--- config.mk ---
export PLATFORM = sky130hd
export DESIGN_NAME = lam_link_alarm_monitor
export DESIGN_NICKNAME = d
export VERILOG_FILES = /design/src/rtl/lam_pkg.sv /design/src/rtl/lam_frame_loss_timer.sv /design/src/rtl/lam_sticky_bits.sv /design/src/rtl/lam_link_alarm_monitor.sv
export SDC_FILE = /design/constraint.sdc
export NUM_CORES = 1
export LEC_CHECK = 0
export BUFFER_PORTS_ARGS = -buffer_cell sky130_fd_sc_hd__buf_2
export CORE_ASPECT_RATIO = 0.8
export CORE_MARGIN = 1.5
export CORE_UTILIZATION = 55
export CTS_CLUSTER_SIZE = 14
export DETAILED_ROUTE_END_ITERATION = 8
export GPL_TIMING_DRIVEN = 0
export HOLD_SLACK_MARGIN = 0.12
export PLACE_DENSITY_LB_ADDON = 0.15
export SYNTH_ARGS = -nofsm -noshare
export SYNTH_HDL_FRONTEND = slang
export SYNTH_SLANG_ARGS = --single-unit
--- constraint.sdc ---
create_clock -name clk -period 4 [get_ports clk]
set_input_delay 0.8 -clock clk [delete_from_list [all_inputs] [get_ports clk]]
set_output_delay 0.8 -clock clk [all_outputs]
set_load 0.02 [all_outputs]
--- src/rtl/lam_pkg.sv ---
package lam_pkg;

    localparam int unsigned STAT_W       = 8;
    localparam int unsigned NUM_EVT      = 5;

    localparam int unsigned BIT_LOS      = 0;
    localparam int unsigned BIT_OOF      = 1;
    localparam int unsigned BIT_LOF      = 2;
    localparam int unsigned BIT_SECT_PAR = 3;
    localparam int unsigned BIT_LINE_PAR = 4;
    localparam int unsigned BIT_LINE_REM = 5;
    localparam int unsigned BIT_PATH_PAR = 6;
    localparam int unsigned BIT_PATH_REM = 7;

    typedef enum logic [1:0] {
        LT_CLEAR = 2'd0,
        LT_COUNT = 2'd1,
        LT_ALARM = 2'd2
    } lof_state_e;

endpackage

--- src/rtl/lam_frame_loss_timer.sv ---
module lam_frame_loss_timer
    import lam_pkg::*;
#(
    parameter int unsigned LOF_CYCLES = 233280
) (
    input  logic clk,
    input  logic rst_n,
    input  logic oof_i,
    output logic lof_o
);

    localparam int unsigned CW    = $clog2(LOF_CYCLES + 1);
    localparam logic [CW-1:0] LIMIT = CW'(LOF_CYCLES);
    localparam logic [CW-1:0] ONE   = CW'(1);

    lof_state_e    state_q, state_d;
    logic [CW-1:0] cnt_q, cnt_d;

    // next-state and counter
    always_comb begin
        state_d = state_q;
        cnt_d   = cnt_q;
        unique case (state_q)
            LT_CLEAR: begin
                if (oof_i) begin
                    state_d = LT_COUNT;
                    cnt_d   = ONE;
                end else begin
                    cnt_d   = '0;
                end
            end
            LT_COUNT: begin
                if (!oof_i) begin
                    state_d = LT_CLEAR;
                    cnt_d   = '0;
                end else if (cnt_q == LIMIT) begin
                    state_d = LT_ALARM;
                end else begin
                    cnt_d   = cnt_q + ONE;
                end
            end
            LT_ALARM: begin
                if (!oof_i) begin
                    state_d = LT_CLEAR;
                    cnt_d   = '0;
                end
            end
            default: begin
                state_d = LT_CLEAR;
                cnt_d   = '0;
            end
        endcase
    end

    // state register
    always_ff @(posedge clk) begin
        if (!rst_n) begin
            state_q <= LT_CLEAR;
            cnt_q   <= '0;
        end else begin
            state_q <= state_d;
            cnt_q   <= cnt_d;
        end
    end

    // outputs
    always_comb begin
        lof_o = (state_q == LT_ALARM);
    end

    p_lof_needs_full_run_r4: assert property (@(posedge clk) disable iff (!rst_n)
        $rose(lof_o) |-> ($past(oof_i) && ($past(cnt_q) == LIMIT)));

    p_cnt_bound_r4: assert property (@(posedge clk) disable iff (!rst_n)
        cnt_q <= LIMIT);

    p_lof_drops_r5: assert property (@(posedge clk) disable iff (!rst_n)
        !oof_i |=> (!lof_o && cnt_q == '0));

endmodule

--- src/rtl/lam_sticky_bits.sv ---
module lam_sticky_bits #(
    parameter int unsigned W = 8
) (
    input  logic         clk,
    input  logic         rst_n,
    input  logic [W-1:0] set_i,
    input  logic         rd_i,
    output logic [W-1:0] q_o
);

    for (genvar i = 0; i < W; i++) begin : g_bit
        always_ff @(posedge clk) begin
            if (!rst_n) begin
                q_o[i] <= 1'b0;
            end else if (rd_i) begin
                q_o[i] <= set_i[i];
            end else if (set_i[i]) begin
                q_o[i] <= 1'b1;
            end
        end

        p_hold_r7: assert property (@(posedge clk) disable iff (!rst_n)
            (q_o[i] && !rd_i) |=> q_o[i]);

        p_set_wins_r9: assert property (@(posedge clk) disable iff (!rst_n)
            set_i[i] |=> q_o[i]);

        p_clear_r8: assert property (@(posedge clk) disable iff (!rst_n)
            (rd_i && !set_i[i]) |=> !q_o[i]);
    end

endmodule

--- src/rtl/lam_link_alarm_monitor.sv ---
module lam_link_alarm_monitor
    import lam_pkg::*;
#(
    parameter int unsigned LOF_CYCLES = 233280
) (
    input  logic              clk,
    input  logic              rst_n,
    input  logic              los_i,
    input  logic              oof_i,
    input  logic              sect_par_err_i,
    input  logic              line_par_err_i,
    input  logic              line_rem_err_i,
    input  logic              path_par_err_i,
    input  logic              path_rem_err_i,
    input  logic              rd_stb_i,
    output logic [STAT_W-1:0] status_o,
    output logic              frame_loss_o
);

    logic              lof;
    logic [STAT_W-1:0] set_vec;

    lam_frame_loss_timer #(
        .LOF_CYCLES (LOF_CYCLES)
    ) u_timer (
        .clk   (clk),
        .rst_n (rst_n),
        .oof_i (oof_i),
        .lof_o (lof)
    );

    // gather set causes into register order
    always_comb begin
        set_vec               = '0;
        set_vec[BIT_LOS]      = los_i;
        set_vec[BIT_OOF]      = oof_i;
        set_vec[BIT_LOF]      = lof;
        set_vec[BIT_SECT_PAR] = sect_par_err_i;
        set_vec[BIT_LINE_PAR] = line_par_err_i;
        set_vec[BIT_LINE_REM] = line_rem_err_i;
        set_vec[BIT_PATH_PAR] = path_par_err_i;
        set_vec[BIT_PATH_REM] = path_rem_err_i;
    end

    lam_sticky_bits #(
        .W (STAT_W)
    ) u_sticky (
        .clk   (clk),
        .rst_n (rst_n),
        .set_i (set_vec),
        .rd_i  (rd_stb_i),
        .q_o   (status_o)
    );

    assign frame_loss_o = lof;

    p_rd_clears_r8: assert property (@(posedge clk) disable iff (!rst_n)
        rd_stb_i |=> ((status_o & ~$past(set_vec)) == '0));

    p_lof_bit_follows_r4: assert property (@(posedge clk) disable iff (!rst_n)
        frame_loss_o |=> status_o[BIT_LOF]);

    p_los_sets_r2: assert property (@(posedge clk) disable iff (!rst_n)
        los_i |=> status_o[BIT_LOS]);

    p_oof_sets_r3: assert property (@(posedge clk) disable iff (!rst_n)
        oof_i |=> status_o[BIT_OOF]);

endmodule

==> results.yml, run 1 <==
run_status:
  status: "finished clean"
worst_setup_path:
  crit_type: "register to primary output"
  reg2reg_to: "u_timer.cnt_q[12]"
  crit_path_start_kind: "register"
  reg2reg_depth: 5
  r2r_slack_ns: 2.06
  path_max_fanout: 7
  cp.arrival_ns: 1.27
  r2r-start: "u_timer.state_q[0]"
  crit_path_end_kind: "primary output"
  crit_required_ns: 3.20
placed_design:
  port_buffers: 17
  gp_congestion: 0.8026
  hpwl_mm: 1.970
  preCtsSetupSlack_ns: 1.810
  placedCellCount: 194
global_route:
  met1_usage_pct: 28.67
  use_met2_pct: 32.05
  use_met3_pct: 5.785
  grt_usage_pct: 20.28
  antenna_found_initial: 0
  grt_pass1_vias: 910
  grt_max_degree: 16
  grt_pass1_wl_mm: 4.153
  gr-total-overflow: 0
  grt_busiest_layer: "met2"
clock_tree:
  clock_sinks: 28
  root_buffer: "clkbuf_4"
  post-cts-setup-buffer-count: 0
  ctsHoldBuffers: 0
  clk_pin_slew_worst_paths_ns: 0.14
  cts_tree: "built"
  clkLatencyLatePin_ns: 0.32
  htree_num_levels: 1
  numCtsBuffers: 3
  clockBufferDepth: 2
  postCtsResizedCells: 0
sta:
  layout_setup_ws_ns: 1.933
  setup_viol: 0
  whs_ns: 0.4836
  worst_pin_slew_ns: 0.7010
  setup_tns_ns: 0
  fin_skew_ns: 0.005234
  period_needed_ns: 2.067
  fin_crit_sh_pct: 51.67
  finalMaxSlewViolations: 0
  fmax_ghz: 0.4838
  slew_headroom_pct: 52.77
  hold_viol_final: 0
  rsz0062_at_grt: "no"
power_and_ir_drop:
  power_density_nw_per_um2: 307.7
  p_leak_nw: 0.5527
  combPwrFrac_pct: 7.5
  swShare_pct: 22.26
  irDropWorstVdd_v: 0.0001981
  p_sw_uw: 101.9
  p_int_uw: 355.8
  seqPwrFrac_pct: 63.2
  clkPwrFrac_pct: 29.3
synth:
  netlist_instances: 152
  synth-warning-count: 0
  synthTopCellsByArea: "dfxtp_1 (42%), xor2_1 (5.2%), nand4_1 (4.7%)"
  yosysMostFrequentCell: "dfxtp_1"
  synthFlopType: "dfxtp_1"
  synth_cell_types: 39
  ys_seq_area_share_pct: 41.99
  netlist.area_leader.share_pct: 41.99
  syn-mean-instance-area_um2: 8.783
  synth_edf_count: 0
  synth_seq_cells: 28
  synth_area_um2: 1335
  async_flop_share_pct: 0
  synth_nets: 164
  synth_top_area_cell: "dfxtp_1"
  synth_common_cells: "dfxtp_1 (28), nor2_1 (16), nand2_1 (12), nand4_1 (10)"
cells_and_area:
  final_cells: 198
  nNetsFinal: 186
  drive_gt1_share_pct: 17.34
  diodes: 0
  area_growth_pct: 11.43
floorplan:
  fp.dieH_um: 47.07
  initial_core_util_pct: 59.78
  core_area_um2: 2233
  pin_count: 19
  die_w_um: 58.09
  num_rows: 15
  die-area_um2: 2734
worst_hold_path:
  hold_path_end: "u_sticky.q_o[2]"
  whs_path_depth: 2
  holdCritStartpoint: "u_sticky.q_o[2]"
  hold_class: "register to register"
routing:
  postRouteAntennaNets: 0
  first_pass_iters: 6
  num_vias: 1116
  drtIter0Drc: 34
  drc: 0
  wl_mm: 2.555
  vias_per_cell: 5.636
  routedWlPerCell_um: 12.90
flow_run:
  drv_cap: 0
-- routing by layer --
metal,part of all wire (%),vias to the layer above,wire length [µm]
met1,53,515,1359
met3,3.3,2,85
met2,43,16,1095
met4,0.55,0,14
li1,-,583,-
met5,0,-,0
-- power by group through the flow --
stage | sequential, mW | combinational (mW) | clock [mW]
finish | 0.289 | 0.0345 | 0.134
global route | 0.290 | 0.0380 | 0.147
CTS | 0.289 | 0.0345 | 0.138
detailed placement | 0.295 | 0.0344 | 0
global placement | 0.295 | 0.0338 | 0
floorplan | 0.301 | 0.0159 | 0
-- flip-flops by register name, summed over array words and instances, names as in the netlist --
name             cells
u_timer.cnt_q       18
u_timer.state_q      2
u_sticky.q_o         8
-- placed cells by master, fill, tap and decap left out, types with 2 or more instances in the layout --
cell / instances
a21oi_1: 5
a31oi_1: 3
and2_1: 3
and3_1: 3
buf_2: 19
clkbuf_4: 3
dfxtp_1: 28
ha_1: 2
inv_1: 5
nand2_1: 12
nand2b_1: 2
nand3_1: 7
nand4_1: 10
nor2_1: 16
nor2b_1: 8
nor3_1: 2
o211ai_1: 2
o21a_1: 8
o21ai_0: 3
or3_1: 2
xnor2_1: 3
xor2_1: 8
-- worst max-delay path, stage by stage, from the launching register on --
cell	delay, ns
dfxtp_1	0.47
nand2b_1	0.17
inv_2	0.13
buf_2	0.17
-- how the worst max path moves through the flow --
| stage | to | slack, ns | from |
|---|---|---|---|
| floorplan | u_timer.cnt_q[7] | 2.05 | rst_n |
| CTS | frame_loss_o | 1.94 | u_timer.state_q[1] |
| global route | frame_loss_o | 1.86 | u_timer.state_q[1] |
| global placement | u_timer.cnt_q[7] | 1.83 | rst_n |
| detailed placement | u_timer.cnt_q[7] | 1.81 | rst_n |
| finish | frame_loss_o | 1.93 | u_timer.state_q[1] |
-- kinds of logic after synthesis --
family / Yosys count / synth area share (%)
fa+ha+maj: 2 / 1.874
simple gates: 76 / 32.90
xor+xnor: 11 / 7.217
flops: 28 / 41.99
compound gates: 26 / 13.31
buf+inv: 9 / 2.718
-- layout make-up --
class	instances	area (µm²)
plain buffers	3	13.76
inverters	6	22.52
flip-flops and latches	28	560.5
clock buffers	4	36.28
multi-input cells	115	738.2
fillers	200	745.7
well taps	25	31.28
repair buffers	17	85.08
-- stage by stage --
step	total power [mW]	area [µm²]	util [%]
global placement	0.3288	1451	64.99
floorplan	0.3165	1335	-
CTS	0.4614	1488	66.61
finish	0.4577	1488	66.61
global route	0.4751	1488	66.61
detailed placement	0.3297	1451	64.99
No activity file was read; power rests on OpenSTA's default activity.
==> run 2: changes to the inputs <==
--- a/config.mk
+++ b/config.mk
@@ -5,10 +5,11 @@
 export SDC_FILE = /design/constraint.sdc
 export NUM_CORES = 1
 export LEC_CHECK = 0
+export ABC_AREA = 1
 export BUFFER_PORTS_ARGS = -buffer_cell sky130_fd_sc_hd__buf_2
 export CORE_ASPECT_RATIO = 0.8
 export CORE_MARGIN = 1.5
-export CORE_UTILIZATION = 55
+export CORE_UTILIZATION = 52
 export CTS_CLUSTER_SIZE = 14
 export DETAILED_ROUTE_END_ITERATION = 8
 export GPL_TIMING_DRIVEN = 0
==> constraint.sdc (replaced) <==
create_clock -name clk -period 1.8 [get_ports clk]
set_input_delay 0.36 -clock clk [delete_from_list [all_inputs] [get_ports clk]]
set_output_delay 0.36 -clock clk [all_outputs]
set_load 0.02 [all_outputs]
==> results.yml, run 2 <==
worst_setup_path:
  path_max_fanout: 5
  r2r-start: "u_timer.cnt_q[0]"
  crit_path_end_kind: "register"
  crit_required_ns: 1.98
  crit_path_start_kind: "register"
  crit_path_cell_trace: "inv_1, ha_1, nand3_1, nor2_1, nand3_2, nand2_2, nand2_1, nand2_1, nand2_1, nand2_1, inv_1"
  slowest_delay_ns: 0.34
  crit_start: "u_timer.cnt_q[0]"
  cpMaxStageDelayCell: "dfxtp_1"
  path_common_cell: "nand2_1"
  crit_type: "register to register"
  cp.arrival_ns: 1.72
floorplan:
  pin_count: 19
  fp.dieH_um: 52.85
  core_area_um2: 2850
  die_w_um: 65.32
  initial_core_util_pct: 56.67
  die-area_um2: 3452
  num_rows: 17
synth:
  synthTopCellsByArea: "dfxtp_1 (35%), nand2_1 (14%), nor2_1 (8.1%)"
  synth_area_um2: 1615
  ys_seq_area_share_pct: 34.70
  synth_cell_types: 27
  netlist_instances: 246
  yosysMostFrequentCell: "nand2_1"
  synth-warning-count: 0
  synth_nets: 258
  synthFlopType: "dfxtp_1"
  synth_common_cells: "nand2_1 (59), nor2_1 (35), inv_1 (30), dfxtp_1 (28), nand3_1 (23)"
  netlist.area_leader.share_pct: 34.70
  synth_seq_cells: 28
  syn-mean-instance-area_um2: 6.566
  async_flop_share_pct: 0
  synth_top_area_cell: "dfxtp_1"
  synth_edf_count: 0
clock_tree:
  numCtsBuffers: 3
  postCtsResizedCells: 0
  clkLatencyLatePin_ns: 0.28
  ctsHoldBuffers: 0
  cts_tree: "built"
  post-cts-setup-buffer-count: 0
  clockBufferDepth: 2
  htree_num_levels: 1
  clk_pin_slew_worst_paths_ns: 0.09
  root_buffer: "clkbuf_8"
  clock_sinks: 28
cells_and_area:
  largest_reg_flops: 18
  diodes: 0
  final_cells: 305
  final_common_cell: "nand2_1"
  top_register: "u_timer.cnt_q"
  area_growth_pct: 11.08
  multiInputGateArea_um2: 905.9
  fin_area_um2: 1794
  seq_area_um2: 560.5
  utilization_pct: 62.95
  fill_cells: 293
  nNetsFinal: 281
  largestRegisters: "u_timer.cnt_q x18, u_sticky.q_o x8, u_timer.state_q x2"
  final_cell_mix: "nand2_1 (59), nor2_1 (35), inv_1 (30)"
  drive_gt1_share_pct: 19.10
sta:
  fin_crit_sh_pct: 85.34
  setup_viol: 0
  layout_setup_ws_ns: 0.2639
  worst_pin_slew_ns: 0.5051
  fmax_ghz: 0.6510
  slew_headroom_pct: 66.07
  rsz0062_at_grt: "no"
  finalMaxSlewViolations: 0
  setup_tns_ns: 0
  period_needed_ns: 1.536
  hold_viol_final: 0
  whs_ns: 0.2831
  fin_skew_ns: 0.005313
routing:
  routedWlPerCell_um: 11.74
  drc: 0
  first_pass_iters: 4
  vias_per_cell: 5.111
  drtIter0Drc: 99
  num_vias: 1559
  wl_mm: 3.580
  postRouteAntennaNets: 0
power_and_ir_drop:
  power_density_nw_per_um2: 596.3
  irDropWorstVdd_v: 0.0004085
  p_leak_nw: 0.7726
  p_total_mw: 1.070
global_route:
  antenna_found_initial: 0
  grt_usage_pct: 23.18
  grt_pass1_wl_mm: 6.106
  grt_pass1_vias: 1329
  gr-total-overflow: 0
  grt_max_degree: 15
placed_design:
  port_buffers: 18
  hpwl_mm: 2.782
  dpl_cell_area_um2: 1753
  preCtsSetupSlack_ns: 0.2215
  placedCellCount: 302
  gp_congestion: 0.9298
flow_run:
  drv_cap: 0
worst_hold_path:
  hold_class: "primary input to register"
  holdCritStartpoint: "los_i"
run_status:
  status: "finished clean"
run 2: changes by cell type after synthesis, moves of 8 or more:
cell,change
inv_1,+25
xor2_1,-8
nand3_1,+16
o21a_1,-8
nor2_1,+19
nand2_1,+47
a21oi_1,+14
nor2b_1,-8
run 2: layout make-up:
class	instances	share of cell area (%)
Clock buffer	3	2.301
Multi-Input combinational cell	181	50.49
Tap cell	38	2.650
Timing Repair Buffer	18	5.021
Inverter	34	7.183
Buffer	3	1.116
Sequential cell	28	31.24
run 2: path summary, 6_finish.rpt:
path,to,slack [ns],cells after the start
min,u_sticky.q_o[0],0.28,3
max reg2reg,u_timer.cnt_q[2],0.26,11
min reg2reg,u_sticky.q_o[1],0.47,2
max,u_timer.cnt_q[2],0.26,11
run 2: logic make-up (layout without fill, tap and decap cells):
| logic type | after synthesis | count (layout) | synth area share (%) |
|---|---|---|---|
| and+or+nand+nor | 154 | 154 | 45.86 |
| buffers and inverters | 37 | 58 | 9.217 |
| DFF | 28 | 28 | 34.70 |
| AOI/OAI and AO/OA | 25 | 25 | 8.675 |
| adders and majority gates | 2 | 2 | 1.549 |
run 2: layer usage:
layer	up-vias	part of all wire (%)	global-route usage, %
met5	-	0	0
met4	0	0.53	4.861
met3	2	4.9	5.106
met2	25	43	34.86
met1	703	51	33.90
li1	829	-	-
run 2: worst max-delay path: cells and delay by family, from the launching register on:
family / cells / cell delay, ns
and+or+nand+nor: 8 / 0.73
buffers and inverters: 2 / 0.17
DFF: 1 / 0.34
adders and majority gates: 1 / 0.19
run 2: power breakdown:
group	leakage (nW)	switching, mW	internal [mW]
clock	0.0216	0.194	0.151
combinational	0.523	0.0582	0.0275
sequential	0.228	0.00721	0.632
total	0.773	0.260	0.810
==> run 3: changes to the inputs <==
--- a/config.mk
+++ b/config.mk
@@ -5,11 +5,10 @@
 export SDC_FILE = /design/constraint.sdc
 export NUM_CORES = 1
 export LEC_CHECK = 0
-export ABC_AREA = 1
 export BUFFER_PORTS_ARGS = -buffer_cell sky130_fd_sc_hd__buf_2
 export CORE_ASPECT_RATIO = 0.8
 export CORE_MARGIN = 1.5
-export CORE_UTILIZATION = 52
+export CORE_UTILIZATION = 50
 export CTS_CLUSTER_SIZE = 14
 export DETAILED_ROUTE_END_ITERATION = 8
 export GPL_TIMING_DRIVEN = 0
==> results.yml, run 3 (same netlist as run 1, synthesis figures left out) <==
run_status:
  status: "finished clean"
sta:
  finalMaxSlewViolations: 0
  slew_headroom_pct: 69.18
  hold_viol_final: 0
  worst_pin_slew_ns: 0.4593
  fin_skew_ns: 0.008767
  fin_crit_sh_pct: 94.21
  period_needed_ns: 1.696
  setup_viol: 0
  fmax_ghz: 0.5897
cells_and_area:
  top_register: "u_timer.cnt_q"
  fin_area_um2: 1580
  final_common_cell: "dfxtp_1"
  area_growth_pct: 18.37
  largest_reg_flops: 18
  diodes: 0
  final_cell_mix: "dfxtp_1 (25), buf_2 (19), nor2_1 (16)"
  nNetsFinal: 189
  largestRegisters: "u_timer.cnt_q x18, u_sticky.q_o x8, u_timer.state_q x2"
  final_cells: 212
  drive_gt1_share_pct: 21.59
worst_setup_path:
  r2r-start: "u_timer.cnt_q[1]"
  crit_path_start_kind: "register"
  r2r_slack_ns: 0.10
  reg2reg_to: "u_timer.cnt_q[7]"
  crit_type: "register to register"
  cp.arrival_ns: 2.00
  path_max_fanout: 7
  reg2reg_depth: 7
  crit_required_ns: 2.11
  crit_path_end_kind: "register"
clock_tree:
  clk_pin_slew_worst_paths_ns: 0.16
  clock_sinks: 28
  numCtsBuffers: 3
  htree_num_levels: 1
  clockBufferDepth: 2
  clkLatencyLatePin_ns: 0.35
  cts_tree: "built"
  root_buffer: "clkbuf_4"
global_route:
  antenna_found_initial: 0
  grt_max_degree: 17
  grt_pass1_wl_mm: 4.547
  grt_pass1_vias: 1074
  grt_usage_pct: 19.56
  gr-total-overflow: 0
placed_design:
  dpl_cell_area_um2: 1465
  gp_congestion: 0.8634
  placedCellCount: 205
  port_buffers: 17
  hpwl_mm: 2.043
routing:
  drc: 0
  postRouteAntennaNets: 0
  first_pass_iters: 4
  drtIter0Drc: 41
  wl_mm: 2.850
  num_vias: 1149
  routedWlPerCell_um: 13.44
  vias_per_cell: 5.420
floorplan:
  num_rows: 16
  initial_core_util_pct: 53.78
  core_area_um2: 2482
  die-area_um2: 2991
  pin_count: 19
  die_w_um: 60.77
  fp.dieH_um: 49.22
worst_hold_path:
  whs_path_depth: 2
  holdCritStartpoint: "line_par_err_i"
  hold_class: "primary input to register"
  hold_path_end: "u_sticky.q_o[4]"
flow_run:
  drv_cap: 0
power_and_ir_drop:
  power_density_nw_per_um2: 723.3
  p_leak_nw: 0.5818
  irDropWorstVdd_v: 0.0006330
[run 3: report_power, final]
| part | internal (mW) | switching [mW] | total [mW] |
|---|---|---|---|
| Sequential | 0.634 | 0.00957 | 0.644 |
| Clock | 0.226 | 0.197 | 0.422 |
| Combinational | 0.0335 | 0.0435 | 0.0770 |
[run 3: through the flow]
stage          hold WS (ns)  setup TNS (ns)  util, %  power [mW]  setup WS [ns]
2_1_floorplan        0.4406               0        -      0.7033         0.2092
3_3_place_gp         0.4641         -0.1974    59.02      0.7304       -0.02884
3_5_place_dp         0.4681         -0.6489    59.02      0.7332       -0.06936
4_1_cts              0.2154               0    61.14       1.146       0.009887
5_1_grt              0.1885        -0.01124    63.66       1.193       -0.01124
6_report             0.2054               0    63.66       1.143         0.1043
[run 3: layer usage]
layer	GRT usage, %	routed length (µm)	vias up	share of wire, %
met3	5.570	159	7	5.6
met1	27.82	1382	521	48
met2	29.57	1252	31	44
met5	0	0	-	0
met4	3.623	56	0	2.0
li1	-	-	590	-
[run 3: final cells by class]
cell class,count,area (µm²)
clock inverter,1,30.03
fill,231,902.1
sequential,28,566.8
inverter,6,22.52
buffer,3,15.01
tap,36,45.04
multi-input combinational,115,770.7
timing repair buffer,20,107.6
clock buffer,3,22.52
[run 3: worst max-delay path: stages, from the launching register on]
cell and delay [ns]:
dfxtp_2 0.43, inv_1 0.07, ha_1 0.18, and4bb_2 0.25, nand3_4 0.09, nor3_1 0.09, or4_1 0.47, nand2_1 0.07
[run 3: worst max path at each step]
stage / endpoint / depth (start not counted) / from / slack [ns]
final: u_timer.cnt_q[7] / 7 / u_timer.cnt_q[1] / 0.10
after CTS: u_timer.cnt_q[13] / 7 / u_timer.cnt_q[0] / 0.01
after floorplan: u_timer.cnt_q[7] / 7 / u_timer.cnt_q[0] / 0.21
after global routing: u_timer.cnt_q[13] / 5 / u_timer.cnt_q[7] / -0.01
after detailed placement: u_timer.cnt_q[11] / 5 / u_timer.state_q[0] / -0.07
after global placement: u_timer.cnt_q[16] / 5 / u_timer.state_q[0] / -0.03
[run 3: timing repair]
action                                  CTS  global route
hold buffers                              0             0
pin swaps                                 0             1
endpoints found under the setup margin   10            11
resized for setup                         1            10
setup buffers                             0             3
